**src/rtl/gray_cnt_pkg.sv**
```systemverilog
package gray_cnt_pkg;
    typedef enum logic [1:0] {
        ACT_HOLD  = 2'd0,
        ACT_COUNT = 2'd1,
        ACT_LOAD  = 2'd2,
        ACT_RESET = 2'd3
    } gray_act_t;
endpackage

```
**src/rtl/gray_to_bin.sv**
```systemverilog
module gray_to_bin #(
    parameter int WIDTH = 8
) (
    input  logic [WIDTH-1:0] gray_in,
    output logic [WIDTH-1:0] bin_out
);
    assign bin_out[WIDTH-1] = gray_in[WIDTH-1];
    generate
        for (genvar i = WIDTH - 2; i >= 0; i--) begin : g_bit
            // lower bit copies the higher binary bit, inverted when gray bit set
            assign bin_out[i] = gray_in[i] ? ~bin_out[i+1] : bin_out[i+1];
        end
    endgenerate
endmodule

```
**src/rtl/bin_to_gray.sv**
```systemverilog
module bin_to_gray #(
    parameter int WIDTH = 8
) (
    input  logic [WIDTH-1:0] bin_in,
    output logic [WIDTH-1:0] gray_out
);
    assign gray_out = bin_in ^ (bin_in >> 1);
endmodule

```
**src/rtl/gray_act_decode.sv**
```systemverilog
module gray_act_decode
    import gray_cnt_pkg::*;
(
    input  logic      rst,
    input  logic      load,
    input  logic      enable,
    output gray_act_t act
);
    always_comb begin
        if (rst)         act = ACT_RESET;
        else if (load)   act = ACT_LOAD;
        else if (enable) act = ACT_COUNT;
        else             act = ACT_HOLD;
    end
endmodule

```
**src/rtl/gray_up_counter.sv**
```systemverilog
module gray_up_counter
    import gray_cnt_pkg::*;
#(
    parameter int WIDTH = 8
) (
    input  logic             clk,
    input  logic             rst,
    input  logic             load,
    input  logic [WIDTH-1:0] load_value,
    input  logic             enable,
    output logic [WIDTH-1:0] gray_out
);
    localparam logic [WIDTH-1:0] TOP_WORD = {1'b1, {(WIDTH-1){1'b0}}};

    gray_act_t        act;
    logic [WIDTH-1:0] state_q;
    logic [WIDTH-1:0] state_bin;
    logic [WIDTH-1:0] bin_inc;
    logic [WIDTH-1:0] gray_next;

    gray_act_decode u_dec (
        .rst    (rst),
        .load   (load),
        .enable (enable),
        .act    (act)
    );

    gray_to_bin #(.WIDTH(WIDTH)) u_g2b (
        .gray_in (state_q),
        .bin_out (state_bin)
    );

    // binary increment, wraps naturally at 2^WIDTH
    assign bin_inc = state_bin + 1'b1;

    bin_to_gray #(.WIDTH(WIDTH)) u_b2g (
        .bin_in   (bin_inc),
        .gray_out (gray_next)
    );

    // state register
    always_ff @(posedge clk) begin
        unique case (act)
            ACT_RESET: state_q <= '0;
            ACT_LOAD:  state_q <= load_value;
            ACT_COUNT: state_q <= gray_next;
            ACT_HOLD:  state_q <= state_q;
        endcase
    end

    // outputs
    always_comb begin
        gray_out = state_q;
    end

    // load wins over enable
    p_load_r2: assert property (@(posedge clk) disable iff (rst)
        load |=> gray_out == $past(load_value));

    // idle cycle holds
    p_hold_r3: assert property (@(posedge clk) disable iff (rst)
        (!load && !enable) |=> $stable(gray_out));

    // one bit per count step
    p_onebit_r5: assert property (@(posedge clk) disable iff (rst)
        (!load && enable) |=> $countones(gray_out ^ $past(gray_out)) == 1);

    // wrap from the top word to zero
    p_wrap_r6: assert property (@(posedge clk) disable iff (rst)
        (!load && enable && gray_out == TOP_WORD) |=> gray_out == '0);
endmodule

```
**config.mk**
```make
export PLATFORM = sky130hd
export DESIGN_NAME = gray_up_counter
export DESIGN_NICKNAME = d
export VERILOG_FILES = /design/src/rtl/gray_cnt_pkg.sv /design/src/rtl/gray_to_bin.sv /design/src/rtl/bin_to_gray.sv /design/src/rtl/gray_act_decode.sv /design/src/rtl/gray_up_counter.sv
export SDC_FILE = /design/constraint.sdc
export NUM_CORES = 1
export LEC_CHECK = 0
export ABC_CLOCK_PERIOD_IN_PS = 7000
export CAP_MARGIN = 20
export CORE_MARGIN = 3
export CORE_UTILIZATION = 49
export DETAILED_ROUTE_END_ITERATION = 16
export GPL_TIMING_DRIVEN = 0
export PLACE_DENSITY_LB_ADDON = 0.3
export SYNTH_ARGS = -nofsm -noshare
export SYNTH_HDL_FRONTEND = slang
export SYNTH_SLANG_ARGS = --single-unit
```
**constraint.sdc**
```tcl
create_clock -name clk -period 7 [get_ports clk]
set_input_delay 1.75 -clock clk [delete_from_list [all_inputs] [get_ports clk]]
set_output_delay 1.75 -clock clk [all_outputs]
set_load 0.05 [all_outputs]
```
==> metrics.txt, run 1 <==
PostCTS Resize Cnt=0; Syn Inst Count=72; Initial Utilization=56.3%; Non-Filler Instances=108; Setup TNS Final=0 ns; period utilisation layout=54.1%; vias per inst=5.19; post-synth top area cell=edfxtp_1; register bit total from synthesis=8; I/O pin cnt=20; status=finished clean; Top FF cell, synth=edfxtp_1; Row Count=12; Area Overhead vs Synth=34.1%; CTS Buf Count=3; share of post-route cells with drive strength above 1=5.32%; pre-CTS setup slack=3.26 ns; post-route cell area=906 um^2; crit end category=flip-flop; CTS root buffer=clkbuf_4; DP Area=883 um^2; most frequent cells in the layout=clkdlybuf4s50_1, inv_1, ha_1; Max Root-Sink Buffers=2; final worst slack=3.21 ns; most common cell after layout, fill and taps aside=clkdlybuf4s50_1; H-tree Lvls=1; Hold-fix buffers, CTS=0; port bufs=19; max cap viols=0; pwr dens=324 mW/mm^2; grt total ovfl=0; Die Ht=43.1 um; Clock Pin Slew Worst Setup and Hold Paths=0.06 ns; Clk Latency, worst-skew pair=0.26 ns; Post-Syn Area=676 um^2; Finished Core Util=75.4%; gr usage total=18.2%; Initial DRT Pass Iterations=4; post-route minimum period=3.79 ns; syn nets=93; global-route wire length before repair=2.51 mm; CTS tree=built; Via Count=561; drt initial violations=10; YS warnings=0; postcts setup bufs=0; synth unique cells=18; vias in the first global route=581; Syn Area/Cell=9.38 um^2; RSZ-0062 raised after global routing=no; Yosys top cell area share=35.6%; Arrival @ worst endpoint=3.79 ns; final hold viol count=0; Max FO, Critical Path=3; chip width=43.1 um; Fmax achieved=0.264 GHz; register area=240 um^2; Slew HR=66.7%; FILL cells=100; TritonCTS sink count=8; initial antenna violation count=0; Worst Hold Slack=0.803 ns; largest net degree at the start of global routing=9; DRC Markers=0; total power=0.293 mW; # placed instances=105; FFs w/ async S/R, synth=0%; Post-Route WL=1.46 mm; CP Data Required Time=7.00 ns; Post-DRT Antenna Nets=0; post-synthesis sequential area ratio=35.6%; worst hold path type=reg2reg; fin. max-slew vios=0; leakage=0.403 nW; GPL Wtd Cong=0.732; Layout Nets=117; VDD IR max=0.000187 V; ranking of synthesized cells by area=edfxtp_1, ha_1, a22oi_1, inv_1, xnor2_1; Post-Route Skew=0.00156 ns; core area=0.00120 mm^2; Worst setup SP type=flip-flop; Setup CP Type=reg2reg; max reg flops=8; die footprint=0.00186 mm^2; area occupied by multi-input gates=368 um^2; ant diodes=0; final setup vio count=0; mean routed wirelength per cell=13.5 um; Worst-Margin Slew=0.498 ns; Post-DP HPWL=1.17 mm; number of enable flip-flop cells after synthesis=8
worst max-delay path, stage by stage (launching register included):
cell,delay [ns]
edfxtp_1,0.46
xor2_2,0.22
ha_1,0.28
inv_1,0.06
ha_1,0.27
inv_1,0.05
ha_1,0.31
inv_1,0.05
ha_1,0.28
inv_1,0.06
ha_1,0.30
inv_1,0.05
ha_1,0.29
nand3b_1,0.20
xnor2_1,0.29
xor2_1,0.12
a22oi_1,0.17
nor2_1,0.06
power by group:
group / internal, mW / switching, mW
combinational: 0.0825 / 0.109
sequential: 0.0605 / 0.00425
clock: 0.0197 / 0.0175
total: 0.163 / 0.130
cell usage after synthesis, types with 2 or more instances:
| cell | instances |
|---|---|
| nor2b_1 | 2 |
| ha_1 | 9 |
| a22oi_1 | 8 |
| nor2_1 | 8 |
| xnor2_1 | 6 |
| xor2_1 | 4 |
| a21oi_1 | 2 |
| clkbuf_1 | 2 |
| inv_1 | 15 |
| edfxtp_1 | 8 |
final timing paths:
| kind | start | endpoint | slack (ns) | depth (start not counted) |
|---|---|---|---|---|
| worst min-delay path | gray_out[0] | gray_out[1] | 0.80 | 3 |
| worst max register to register | gray_out[7] | gray_out[4] | 3.21 | 17 |
| worst min register to register | gray_out[0] | gray_out[1] | 0.80 | 3 |
| worst max-delay path | gray_out[7] | gray_out[4] | 3.21 | 17 |
metal layers:
layer,track usage [%],vias up,part of all wire [%]
met5,0,-,0
met1,22.7,249,44
met2,27.7,25,45
met3,2.54,8,5.4
li1,-,279,-
met4,13.9,0,5.1
cell families after synthesis:
| group | synth area share (%) |
|---|---|
| xor gates and xnor gates | 15.4 |
| and+or+nand+nor | 10.9 |
| AOI/OAI and AO/OA | 11.5 |
| buffers and inverters | 10.0 |
| adders and majority gates | 16.7 |
| DFF | 35.6 |
cell type report:
type	count	area share, %
Buffer	3	1.24
Clock buffer	3	2.49
Inverter	15	6.22
Multi-Input combinational cell	46	40.6
Sequential cell	8	26.5
Tap cell	14	1.93
Timing Repair Buffer	19	21.0
Note: power is estimated with default switching activity, not from simulation.
==> inputs of run 2 (changes only) <==
- ABC_CLOCK_PERIOD_IN_PS: 7000 -> 3300
- CORE_UTILIZATION: 49 -> 41
- clock period: 7 -> 3.3 ns (I/O delays scaled with it)
==> metrics.txt, run 2 (synthesis results as in run 1) <==
gr usage total=15.9%; combinational share of power=72.9%; core area=0.00152 mm^2; mean routed wirelength per cell=12.1 um; Worst setup SP type=flip-flop; CTS Buf Count=3; RSZ-0062 raised after global routing=yes; CP bufs+invs=5; period utilisation layout=103%; Via Count=592; H-tree Lvls=1; CP Data Required Time=3.31 ns; Fmax achieved=0.293 GHz; largest net degree at the start of global routing=9; failing checks=setup timing; Clk pwr share=10.1%; Post-DP HPWL=1.06 mm; CTS root buffer=clkbuf_4; pre-CTS setup slack=-0.177 ns; total power=0.808 mW; crit-path cells=xor2_2 > ha_1 > inv_2 > ha_4 > inv_4 > ha_4 > inv_4 > ha_4 > inv_4 > ha_4 > inv_2 > ha_4 > nand4b_1 > xnor2_2 > xor2_1 > a22oi_1 > nor2_1; crit path to=gray_out[6]; status=complete, but fails checks; Worst Hold Slack=0.819 ns; final setup vio count=4; sequential share of power=16.9%; FF-to-FF End=gray_out[6]; Setup CP Type=reg2reg; worst hold path type=reg2reg; Finished Core Util=70.1%; most common cell after layout, fill and taps aside=clkdlybuf4s50_1; Post-DRT Antenna Nets=0; vias per inst=4.97; Worst path slowest cell=edfxtp_1; ant diodes=0; cell mode on critical path=ha_4; CP Launch Point=gray_out[7]; drt initial violations=13; final hold viol count=0; DRC Markers=0; Max FO, Critical Path=3; pwr dens=757 mW/mm^2; largest stage delay on the critical path=0.43 ns; Worst path top cell family by delay=adder cells; vias in the first global route=544; Clock Pin Slew Worst Setup and Hold Paths=0.06 ns; TritonCTS sink count=8; Max Root-Sink Buffers=2; I/O pin cnt=20; Worst-Margin Slew=0.518 ns; Post-Route Skew=0.00313 ns; port bufs=19; GPL Wtd Cong=0.695; chip width=46.6 um; Arrival @ worst endpoint=3.43 ns; net switching power=0.331 mW; most frequent cells in the layout=clkdlybuf4s50_1, inv_1, buf_4; crit end category=flip-flop; Critical Path Stages=17; reg2reg setup slack=-0.11 ns; Slew HR=65.4%; switching share of power=41.0%; leakage=0.467 nW; grt total ovfl=0; post-route minimum period=3.41 ns; max cap viols=0; share of post-route cells with drive strength above 1=26.2%; global-route wire length before repair=2.33 mm; CTS tree=built; die footprint=0.00217 mm^2; Clk Latency, worst-skew pair=0.27 ns; Initial Utilization=44.3%; Area Overhead vs Synth=58.1%; Row Count=14; Initial DRT Pass Iterations=4; VDD IR max=0.000374 V; initial antenna violation count=0; Reg-to-Reg Start=gray_out[7]; reg2reg path depth=17; final worst slack=-0.113 ns; max reg flops=8; Post-Route WL=1.44 mm; fin. max-slew vios=0; Die Ht=46.6 um; P_int=0.477 mW; Layout Nets=126
run 2: cell count changes in the layout (fill, tap and decap cells not counted):
cell,delta
ha_4,+5
xnor2_2,+3
inv_1,-5
inv_4,+3
ha_1,-5
xnor2_1,-3
buf_4,+9
inv_2,+2
run 2: cell type report:
cell class | instances | area [um^2]
fillers | 127 | 455
flip-flops and latches | 8 | 240
plain buffers | 3 | 11.3
clock buffers | 3 | 22.5
multi-input cells | 46 | 453
repair buffers | 28 | 258
well taps | 16 | 20.0
inverters | 15 | 63.8
run 2: per-layer routing:
metal	wire, um	up-vias	track usage, %
li1	-	303	-
met1	660	264	20.0
met2	665	20	25.0
met3	72	5	2.34
met4	45	0	10.2
met5	0	-	0
run 2: worst reg2reg max path, cell delays in order (launching register included):
cell and delay, ns:
edfxtp_1 0.43, xor2_2 0.20, ha_1 0.29, inv_2 0.05, ha_4 0.27, inv_4 0.03
ha_4 0.27, inv_4 0.03, ha_4 0.27, inv_4 0.04, ha_4 0.26, inv_2 0.04
ha_4 0.21, nand4b_1 0.23, xnor2_2 0.19, xor2_1 0.16, a22oi_1 0.15, nor2_1 0.06
run 2: per-stage QoR:
| step | cells | cell area, um^2 | TNS, ns |
|---|---|---|---|
| after global placement | 107 | 953 | -0.441 |
| after floorplan | 72 | 743 | -1.38 |
| after global routing | 119 | 1070 | -1.14 |
| after detailed placement | 107 | 953 | -0.546 |
| final | 119 | 1070 | -0.333 |
| after CTS | 118 | 1060 | -0.311 |
run 2: timing repair:
action	4_1_cts	5_1_grt
resized for setup	3	1
setup buffers	8	1
hold buffers	0	0
endpoints found under the setup margin	6	6
gates cloned	0	0
pin swaps	13	2
run 2: how the worst min path moves through the flow:
stage                       start     endpoint  cells past startpoint
floorplan           load_value[0]  gray_out[0]                      2
global placement      gray_out[0]  gray_out[1]                      3
detailed placement    gray_out[0]  gray_out[1]                      3
CTS                   gray_out[0]  gray_out[1]                      3
global route          gray_out[0]  gray_out[1]                      3
finish                gray_out[0]  gray_out[1]                      3
run 2: power groups by stage:
stage	Sequential (mW)	Clock (mW)	Combinational (mW)
2_1_floorplan	0.186	0	0.348
3_3_place_gp	0.139	0	0.487
3_5_place_dp	0.140	0	0.497
4_1_cts	0.137	0.0798	0.570
5_1_grt	0.138	0.0891	0.647
6_report	0.137	0.0821	0.589
==> inputs of run 3 (changes only) <==
- RECOVER_POWER: unset -> 25
==> metrics.txt, run 3 (synthesis results as in run 1) <==
Worst path top cell family by delay=adder cells; vias per inst=4.97; vias in the first global route=544; Hold-fix buffers, CTS=0; post-route cell area=0.00107 mm^2; GPL Wtd Cong=0.695; Layout Nets=126; pwr dens=756 mW/mm^2; mean routed wirelength per cell=12.1 um; net switching power=0.331 mW; CTS tree=built; CP bufs+invs=5; combinational share of power=72.9%; largest stage delay on the critical path=0.43 ns; switching share of power=41.0%; chip width=46.6 um; Worst-Margin Slew=0.518 ns; Post-Route WL=1.44 mm; largest net degree at the start of global routing=9; Clk pwr share=10.2%; pre-CTS setup slack=-0.177 ns; final setup vio count=4; Post-DP HPWL=1.06 mm; share of post-route cells with drive strength above 1=26.2%; final worst slack=-0.113 ns; final hold viol count=0; Initial DRT Pass Iterations=4; Slew HR=65.4%; failing checks=setup timing; Area Overhead vs Synth=58.1%; total power=0.808 mW; Clk Latency, worst-skew pair=0.27 ns; Worst Hold Slack=0.819 ns; Row Count=14; max reg flops=8; H-tree Lvls=1; die footprint=0.00217 mm^2; core area=0.00152 mm^2; Arrival @ worst endpoint=3.43 ns; grt total ovfl=0; CP Data Required Time=3.31 ns; most common cell after layout, fill and taps aside=clkdlybuf4s50_1; Via Count=592; post-route minimum period=3.41 ns; FILL cells=127; Max Root-Sink Buffers=2; DRC Markers=0; leakage=0.467 nW; period utilisation layout=103%; initial antenna violation count=0; global-route wire length before repair=2.33 mm; max cap viols=0; RSZ-0062 raised after global routing=yes; fin. max-slew vios=0; Max FO, Critical Path=3; Setup TNS Final=-0.333 ns; crit-path cells=xor2_2 > ha_1 > inv_2 > ha_4 > inv_4 > ha_4 > inv_4 > ha_4 > inv_4 > ha_4 > inv_2 > ha_4 > nand4b_1 > xnor2_2 > xor2_1 > a22oi_1 > nor2_1; Die Ht=46.6 um; worst hold path type=reg2reg; Fmax achieved=0.293 GHz; Worst path slowest cell=edfxtp_1; sequential share of power=16.9%; Initial Utilization=44.3%; VDD IR max=0.000374 V; P_int=0.477 mW; CTS Buf Count=3; crit end category=flip-flop; Post-DRT Antenna Nets=0; Worst setup SP type=flip-flop; port bufs=19; DP Area=953 um^2; cell mode on critical path=ha_4; most frequent cells in the layout=clkdlybuf4s50_1, inv_1, buf_4; gr usage total=15.9%; drt initial violations=13; Setup CP Type=reg2reg; status=complete, but fails checks; Clock Pin Slew Worst Setup and Hold Paths=0.06 ns; CTS root buffer=clkbuf_4; I/O pin cnt=20; TritonCTS sink count=8; ant diodes=0; Post-Route Skew=0.00313 ns
-- run 3: changes by cell type in the layout (fill, tap and decap cells not counted) --
cell and delta:
dlygate4sd3_1 +1, clkdlybuf4s50_1 -1
-- run 3: routing by layer --
layer  vias to the layer above  global-route usage (%)  part of all wire [%]
met2                        20                    25.0                    46
met1                       264                    20.0                    46
met5                         -                       0                     0
met4                         0                    10.2                   3.1
li1                        303                       -                     -
met3                         5                    2.34                   5.0
-- run 3: repair_timing --
action | CTS | global route
gates resized for setup | 3 | 1
setup endpoints to repair | 6 | 6
pin swaps | 13 | 2
setup buffers | 8 | 1
gates cloned | 0 | 0
-- run 3: worst paths after layout --
kind / start / depth (start not counted) / to / slack, ns
setup reg to reg: gray_out[7] / 17 / gray_out[6] / -0.11
hold / removal: gray_out[0] / 3 / gray_out[1] / 0.82
hold reg to reg: gray_out[0] / 3 / gray_out[1] / 0.82
setup / recovery: gray_out[7] / 17 / gray_out[6] / -0.11
-- run 3: power by group through the flow --
stage / Sequential [mW] / Clock, mW / Combinational (mW)
2_1_floorplan: 0.186 / 0 / 0.348
3_3_place_gp: 0.139 / 0 / 0.487
3_5_place_dp: 0.140 / 0 / 0.497
4_1_cts: 0.137 / 0.0798 / 0.570
5_1_grt: 0.138 / 0.0891 / 0.647
6_report: 0.137 / 0.0821 / 0.589
-- run 3: cell type report --
cell class,count,area (um^2),share of cell area [%]
multi-input cells,46,453,42.4
repair buffers,28,258,24.1
flip-flops and latches,8,240,22.5
inverters,15,63.8,5.97
clock buffers,3,22.5,2.11
well taps,16,20.0,1.87
plain buffers,3,11.3,1.05
-- run 3: worst reg2reg max path: stages, from the launching register on --
cell	delay, ns
edfxtp_1	0.43
xor2_2	0.20
ha_1	0.29
inv_2	0.05
ha_4	0.27
inv_4	0.03
ha_4	0.27
inv_4	0.03
ha_4	0.27
inv_4	0.04
ha_4	0.26
inv_2	0.04
ha_4	0.21
nand4b_1	0.23
xnor2_2	0.19
xor2_1	0.16
a22oi_1	0.15
nor2_1	0.06
-- run 3: per-stage QoR --
step / instances / utilization, %
floorplan: 72 / -
global placement: 107 / 62.6
detailed placement: 107 / 62.6
CTS: 118 / 69.5
global route: 119 / 70.1
finish: 119 / 70.1
